### config.mk
export PLATFORM = sky130hd
export DESIGN_NAME = pubias_cal_stats
export DESIGN_NICKNAME = d
export VERILOG_FILES = /design/src/rtl/pubias_pkg.sv /design/src/rtl/pubias_cal_stats.sv
export SDC_FILE = /design/constraint.sdc
export NUM_CORES = 2
export LEC_CHECK = 0
export BUFFER_PORTS_ARGS = -buffer_cell sky130_fd_sc_hd__buf_2
export CORE_MARGIN = 2
export CORE_UTILIZATION = 40
export CTS_CLUSTER_SIZE = 30
export DETAILED_ROUTE_END_ITERATION = 12
export SYNTH_ARGS = -nofsm -noshare
export SYNTH_HDL_FRONTEND = slang
export SYNTH_SLANG_ARGS = --single-unit
### constraint.sdc
create_clock -name clk -period 33.2 [get_ports clk]
set_input_delay 6.64 -clock clk [delete_from_list [all_inputs] [get_ports clk]]
set_output_delay 6.64 -clock clk [all_outputs]
set_load 0.05 [all_outputs]
### src/rtl/pubias_pkg.sv
package pubias_pkg;

    // Control states of the top-level sequencer
    typedef enum logic [1:0] {
        ST_IDLE,
        ST_CAPTURE,
        ST_WAIT
    } ctl_state_e;

    // States of the half-width search
    typedef enum logic [1:0] {
        SQ_IDLE,
        SQ_PREP,
        SQ_RUN
    } sq_state_e;

    // Squared multiple of sigma that defines the band (3 sigma -> 9)
    localparam int SIGMA_MULT_SQ = 9;

    // Width needed to count up to n inclusive
    function automatic int cnt_width(input int n);
        return $clog2(n + 1);
    endfunction

endpackage

### src/rtl/pubias_cal_stats.sv
module pubias_cal_stats
    import pubias_pkg::*;
#(
    parameter int C_W      = 17,
    parameter int CAL_RUNS = 100
) (
    input  logic           clk,
    input  logic           rst,
    input  logic           clr,
    input  logic           acc,
    input  logic [C_W-1:0] ones,
    output logic           last,
    output logic           done,
    output logic [C_W-1:0] delta
);
    localparam int N_W  = cnt_width(CAL_RUNS);
    localparam int S1_W = C_W + N_W;
    localparam int S2_W = 2 * C_W + N_W;
    localparam int V_W  = 2 * C_W + 2 * N_W + 4;

    sq_state_e       st;
    logic [N_W-1:0]  cnt;
    logic [S1_W-1:0] s1;
    logic [S2_W-1:0] s2;
    logic [V_W-1:0]  var9;
    logic [C_W-1:0]  cand;
    logic [V_W-1:0]  n_s2, s1_sq, spread9, scaled, scaled_sq;

    assign last = (cnt == N_W'(CAL_RUNS - 1));

    always_comb begin
        n_s2      = V_W'(s2) * V_W'(CAL_RUNS);
        s1_sq     = V_W'(s1) * V_W'(s1);
        spread9   = V_W'(SIGMA_MULT_SQ) * (n_s2 - s1_sq);
        scaled    = V_W'(cand) * V_W'(CAL_RUNS);
        scaled_sq = scaled * scaled;
    end

    always_ff @(posedge clk) begin
        if (rst) begin
            st    <= SQ_IDLE;
            cnt   <= '0;
            s1    <= '0;
            s2    <= '0;
            var9  <= '0;
            cand  <= '0;
            done  <= 1'b0;
            delta <= '0;
        end else begin
            done <= 1'b0;
            if (clr) begin
                st  <= SQ_IDLE;
                cnt <= '0;
                s1  <= '0;
                s2  <= '0;
            end else begin
                case (st)
                    SQ_IDLE: if (acc) begin
                        s1  <= s1 + S1_W'(ones);
                        s2  <= s2 + S2_W'(ones) * S2_W'(ones);
                        cnt <= last ? '0 : cnt + 1'b1;
                        if (last) st <= SQ_PREP;
                    end
                    SQ_PREP: begin
                        var9 <= spread9;
                        cand <= '0;
                        st   <= SQ_RUN;
                    end
                    SQ_RUN: begin
                        if (scaled_sq >= var9 || &cand) begin
                            delta <= cand;
                            done  <= 1'b1;
                            st    <= SQ_IDLE;
                        end else begin
                            cand <= cand + 1'b1;
                        end
                    end
                    default: st <= SQ_IDLE;
                endcase
            end
        end
    end

endmodule

* After elaboration in Yosys (flattened, before gate mapping)
Cells that the tools add are included.
W data, S select, Z words.
** Operators by class
- Add/sub/neg operators :: 5
- Multipliers :: 6
- $lt $le $gt $ge :: 1
- Equal/unequal tests :: 7
- Mux-type cells :: 8
- Bitwise gates (word level) :: 2
- Reduce and logical (&&, ||, !) cells :: 11
** Operator list (number)
- $ge A48 B52 Y1 :: 1
- $mul A4 B52 Y52 const A :: 1
- $sub A48 B48 Y49 :: 1
- $mul A24 B24 Y48 :: 1
- $mul A41 B5 Y46 const B :: 1
- $mul A22 B22 Y44 :: 1
- $add A41 B34 Y41 :: 1
- $mul A17 B17 Y34 :: 1
- $pmux W17 S2 :: 1
- $add A24 B17 Y24 :: 1
- $mul A17 B5 Y22 const B :: 1
- $add A17 B1 Y17 const B :: 1
- $mux W17 :: 1
- $reduce_and A17 Y1 :: 1
- $reduce_and A3 Y1 :: 3
- $ne A2 B2 Y1 const B :: 4
- $add A7 B1 Y7 const B :: 1
- $eq A7 B7 Y1 const B :: 1
- $mux W7 :: 1
- $mux W2 :: 3
- $pmux W2 S3 :: 1
- $reduce_and A2 Y1 :: 2
- $reduce_or A3 Y1 :: 1
- $eq A2 B1 Y1 const B :: 1
- other kinds (7) :: 8
** Storage, ports and cells
- Register bits :: 161
- Output and inout port bits :: 19
- Logic and storage cells :: 48

* Logic depth before layout (Yosys ltp)
- Depth after elaboration :: 6
- Mapped depth :: 54
- Depth with buffers taken out :: 50

* Worst setup path after synthesis
Ideal clock, no wire load.
- Path kind :: input-to-reg
- Start point :: input ones[14]
- End point :: register s2[40]
- Library setup time :: 0.070 ns
- Arrival :: 12.520 ns
- Data required time :: 33.130 ns
- Slack :: 20.610 ns
- Cell stages on the path :: 23
- Cell sequence :: clkbuf_1 > clkbuf_1 > nand2_1 > fa_1 > inv_1 > fa_1 > inv_1 > fa_1 > fa_1 > fa_1 > inv_1 > fa_1 > ha_1 > and4_1 > nand3_1 > a211oi_1 > o21ai_1 > a21oi_1 > nor3_1 > a31oi_1 > a41oi_1 > or3_1 > a21oi_1
** Between the ends
- Word-level cells in the longest chain between the ends :: 2
** Ends and longest elaborated chain
- start, declared :: line pubias_cal_stats.sv:11 : input logic [C_W-1:0] ones,
- $mul A17 B17 Y34 :: line pubias_cal_stats.sv:60 : s2 <= s2 + S2_W'(ones) * S2_W'(ones);
- $add A41 B34 Y41 :: line pubias_cal_stats.sv:60
- end signal, assigned :: line pubias_cal_stats.sv:60
- end, declared :: line pubias_cal_stats.sv:24 : logic [S2_W-1:0] s2;
No other way between the ends.
A chain may end at the register's enable or synchronous reset.

* Worst setup path in the final report
- Start point :: register cand[1]
- End point :: register delta[14]
** Between the ends
- Word-level cells in the longest chain between the ends :: 5
- Elaborated cells between the ends (all ways) :: 6
- Classes of those cells :: mul: 2; order compare: 1; reduce/logical: 3
** Ends and longest elaborated chain
- start, declared :: line pubias_cal_stats.sv:26 : logic [C_W-1:0] cand;
- start signal, assigned :: line pubias_cal_stats.sv:75 : cand <= cand + 1'b1;
- $mul A17 B5 Y22 :: line pubias_cal_stats.sv:35 : scaled = V_W'(cand) * V_W'(CAL_RUNS);
- $mul A22 B22 Y44 :: line pubias_cal_stats.sv:36 : scaled_sq = scaled * scaled;
- $ge A48 B52 Y1 :: line pubias_cal_stats.sv:70 : if (scaled_sq >= var9 || &cand) begin
- $logic_or A1 B1 Y1 * :: line pubias_cal_stats.sv:70
- $reduce_and A3 Y1 (no line) *
- end signal, assigned :: line pubias_cal_stats.sv:71 : delta <= cand;
- end, declared :: line pubias_cal_stats.sv:14 : output logic [C_W-1:0] delta
Mark *: on every way between the ends. The rest lies on a longest branch, timed or not.

==> results.py <==
metrics = {
    "grt": {
        "overflow": 0,
        "antenna_found_initial": 4,
        "grtUsageTotal_pct": 20.6,
        "grt_pass1_wl_um": 243000,
        "grt_pass1_vias": 46200,
        "grt_max_degree": 84,
    },
    "run": {
        "cap_violations": 0,
    },
    "synthesis": {
        "yosysTopAreaCellShare_pct": 38.7,
        "synthMuxAreaShare_pct": 0.525,
        "synth_edf_count": 0,
        "synth_fa_ha_area_share_pct": 55.9,
        "syn_area_per_cell_um2": 8.68,
        "yosys-top-cells-area": "fa_1 39%, ha_1 17%, inv_1 11%",
        "async_flop_share_pct": 0,
        "synth.net_count": 8638,
        "yosys.area_share.simple_pct": 11.5,
        "netlist_instances": 6696,
        "synth_most_common_cell": "inv_1",
        "yosys.area.top_type": "fa_1",
        "ys_warn_count": 0,
        "syn_area_um2": 58100,
        "yosysUniqueCellTypes": 88,
        "synth_top_family_by_area": "adder cells",
        "ys_seq_elements": 161,
        "synth_commonest_cells": "1778 x inv_1, 1122 x fa_1, 799 x ha_1",
        "synth-compound-area-share_pct": 9.97,
        "synth-seq-area-share_pct": 5.55,
        "synth_ff_type": "dfxtp_1",
        "synth_xor_area_share_pct": 3.90,
    },
    "placed_design": {
        "dpl-instance-area_um2": 60400,
        "io_buffers": 39,
        "dp_slack_ns": 18.86,
        "hpwl_um": 121000,
        "globalplace.congestion": 0.924,
    },
    "sta": {
        "rsz0062_at_grt": "false",
        "min_period_ns": 14.56,
        "worst_slew_pin_slew_ns": 1.19,
        "hold_ws_ns": 0.451,
        "min_period_over_period_pct": 43.9,
        "fin_skew_ns": 0.0235,
        "slew_viol_final": 0,
        "tns_ns": 0,
        "setup_violations": 0,
        "slew_headroom_pct": 20.2,
        "fmax_mhz": 68.7,
        "hold_viol_final": 0,
        "setup_slack_ns": 18.64,
    },
    "routing": {
        "wl_met1_um": 65700,
        "drt_iter0_markers": 2183,
        "wire_per_inst_um": 17.0,
        "drt_first_pass_iters": 7,
        "via_per_inst": 5.03,
        "routed.top_layer": "met5",
        "wirelength_um": 145000,
        "postRouteAntennaNets": 0,
        "drc_errors": 0,
        "routed-wl-met2_um": 70200,
        "vias": 42900,
        "wl_met3_um": 6560,
    },
    "hold_path": {
        "hold_start": "var9[8]",
        "worstHoldPathCells": 2,
        "whs_endpoint": "var9[8]",
        "worstHoldPathType": "flop to flop",
    },
    "cells_and_area": {
        "antennaDiodeCount": 0,
        "multiInputGateArea_um2": 47500,
        "drive_gt1_share_pct": 2.70,
        "final.fill_count": 14400,
        "area_delta_synth_final_pct": 4.91,
        "regArea_um2": 3230,
        "layout.nets": 8557,
        "final_area_um2": 61000,
    },
    "cts": {
        "cts.sinks": 161,
        "clk_path_buf_depth": 2,
        "ctsHoldBuffers": 0,
        "insertion_delay_ns": 0.53,
        "clk_pin_slew_ns": 0.09,
        "postCtsResizedCells": 0,
        "cts_tree": "yes",
        "htree_levels": 4,
        "cts_root_buf": "clkbuf_16",
        "cts_made_buffers": 17,
        "post-cts-setup-buffers": 0,
    },
    "critical_path": {
        "crit_type": "flop to flop",
        "reg2reg_slack_ns": 18.64,
        "r2r_cells": 47,
        "cp.buffers_inverters": 9,
        "critical_path.top_delay_family": "adder cells",
        "critPathMaxFanout": 18,
        "worstReg2RegStart": "cand[1]",
        "cp.required_ns": 33.58,
        "cp-end-kind": "flop",
        "startpoint_type": "flop",
        "r2r-end": "delta[14]",
        "cp_data_arrival_time_ns": 14.93,
        "crit_start": "cand[1]",
        "cp_slowest_cell": "nand2_1",
        "cpPeakStageDelay_ns": 0.87,
    },
    "floorplan": {
        "rows": 139,
        "io_pins": 40,
        "start_util_pct": 40.4,
        "dieArea_um2": 148000,
        "die_x_um": 385,
        "core_area_um2": 144000,
        "die_y_um": 385,
    },
    "status": {
        "outcome": "completed",
    },
}
## flip-flops by register name, indices dropped and copies added, names as in the netlist
| name | count |
|---|---|
| s1 | 24 |
| var9 | 52 |
| cnt | 7 |
| s2 | 41 |
| delta | 17 |
| st | 2 |
| done | 1 |
| cand | 17 |
## how the worst max path moves through the flow
stage / cells after the start / to / slack (ns)
2_1_floorplan: 23 / s2[40] / 20.61
3_3_place_gp: 47 / delta[2] / 19.22
3_5_place_dp: 47 / delta[14] / 18.86
4_1_cts: 47 / delta[14] / 18.74
5_1_grt: 47 / delta[0] / 17.65
6_report: 47 / delta[14] / 18.64
## layout make-up
type,count,share of cell area (%)
tap,1903,3.91
inverter,1784,11.0
clock buffer,17,0.698
clock inverter,15,0.265
sequential,161,5.29
timing repair buffer,86,0.903
multi-input combinational,4565,78.0
## worst min-delay path: cells and delay by family, from the launching register on
family | cells | cell delay, ns
simple gates | 1 | 0.05
flops | 1 | 0.31
compound gates | 1 | 0.05
## cells in the final DEF, fill, tap and decap left out, drive strengths merged, types with 8 or more instances in the layout
| cell | instances |
|---|---|
| a211o | 10 |
| a211oi | 40 |
| a21o | 122 |
| a21oi | 334 |
| a221o | 8 |
| a31o | 10 |
| a31oi | 32 |
| and2 | 168 |
| and3 | 27 |
| and4 | 10 |
| buf | 86 |
| clkbuf | 17 |
| clkinv | 10 |
| dfxtp | 161 |
| fa | 1122 |
| ha | 799 |
| inv | 1787 |
| mux2i | 26 |
| nand2 | 619 |
| nand2b | 30 |
| nand3 | 58 |
| nand4 | 49 |
| nor2 | 340 |
| nor2b | 33 |
| nor3 | 38 |
| nor4 | 11 |
| o2111ai | 9 |
| o211ai | 25 |
| o21a | 30 |
| o21ai | 159 |
| o21bai | 38 |
| o31ai | 14 |
| or2 | 11 |
| or3 | 22 |
| or4 | 8 |
| xnor2 | 171 |
| xor2 | 86 |
## kinds of logic (layout without fill, tap and decap cells)
family	Yosys count	after routing
multiplexers	30	30
AO/OA/AOI/OAI	906	906
adder cells (fa/ha/maj)	1921	1921
XOR/XNOR	257	257
buffers and inverters	1970	1902
AND/OR/NAND/NOR	1451	1451
flip-flops	161	161
## metal layers
metal  vias to the layer above  track usage, %
met3                       129            2.51
met4                         4            4.14
met5                         -               0
met2                       868            35.5
met1                     21400            27.7
li1                      20500               -
## stage by stage
stage,utilization (%),instances
after floorplan,-,6696
after global placement,42.0,8499
after detailed placement,42.0,8499
after CTS,42.4,8531
after global routing,42.4,8531
final,42.4,8531
Power is left out: the tool's default activity adds up to more than one toggle a clock period on the data nets, which glitch-free logic cannot reach.
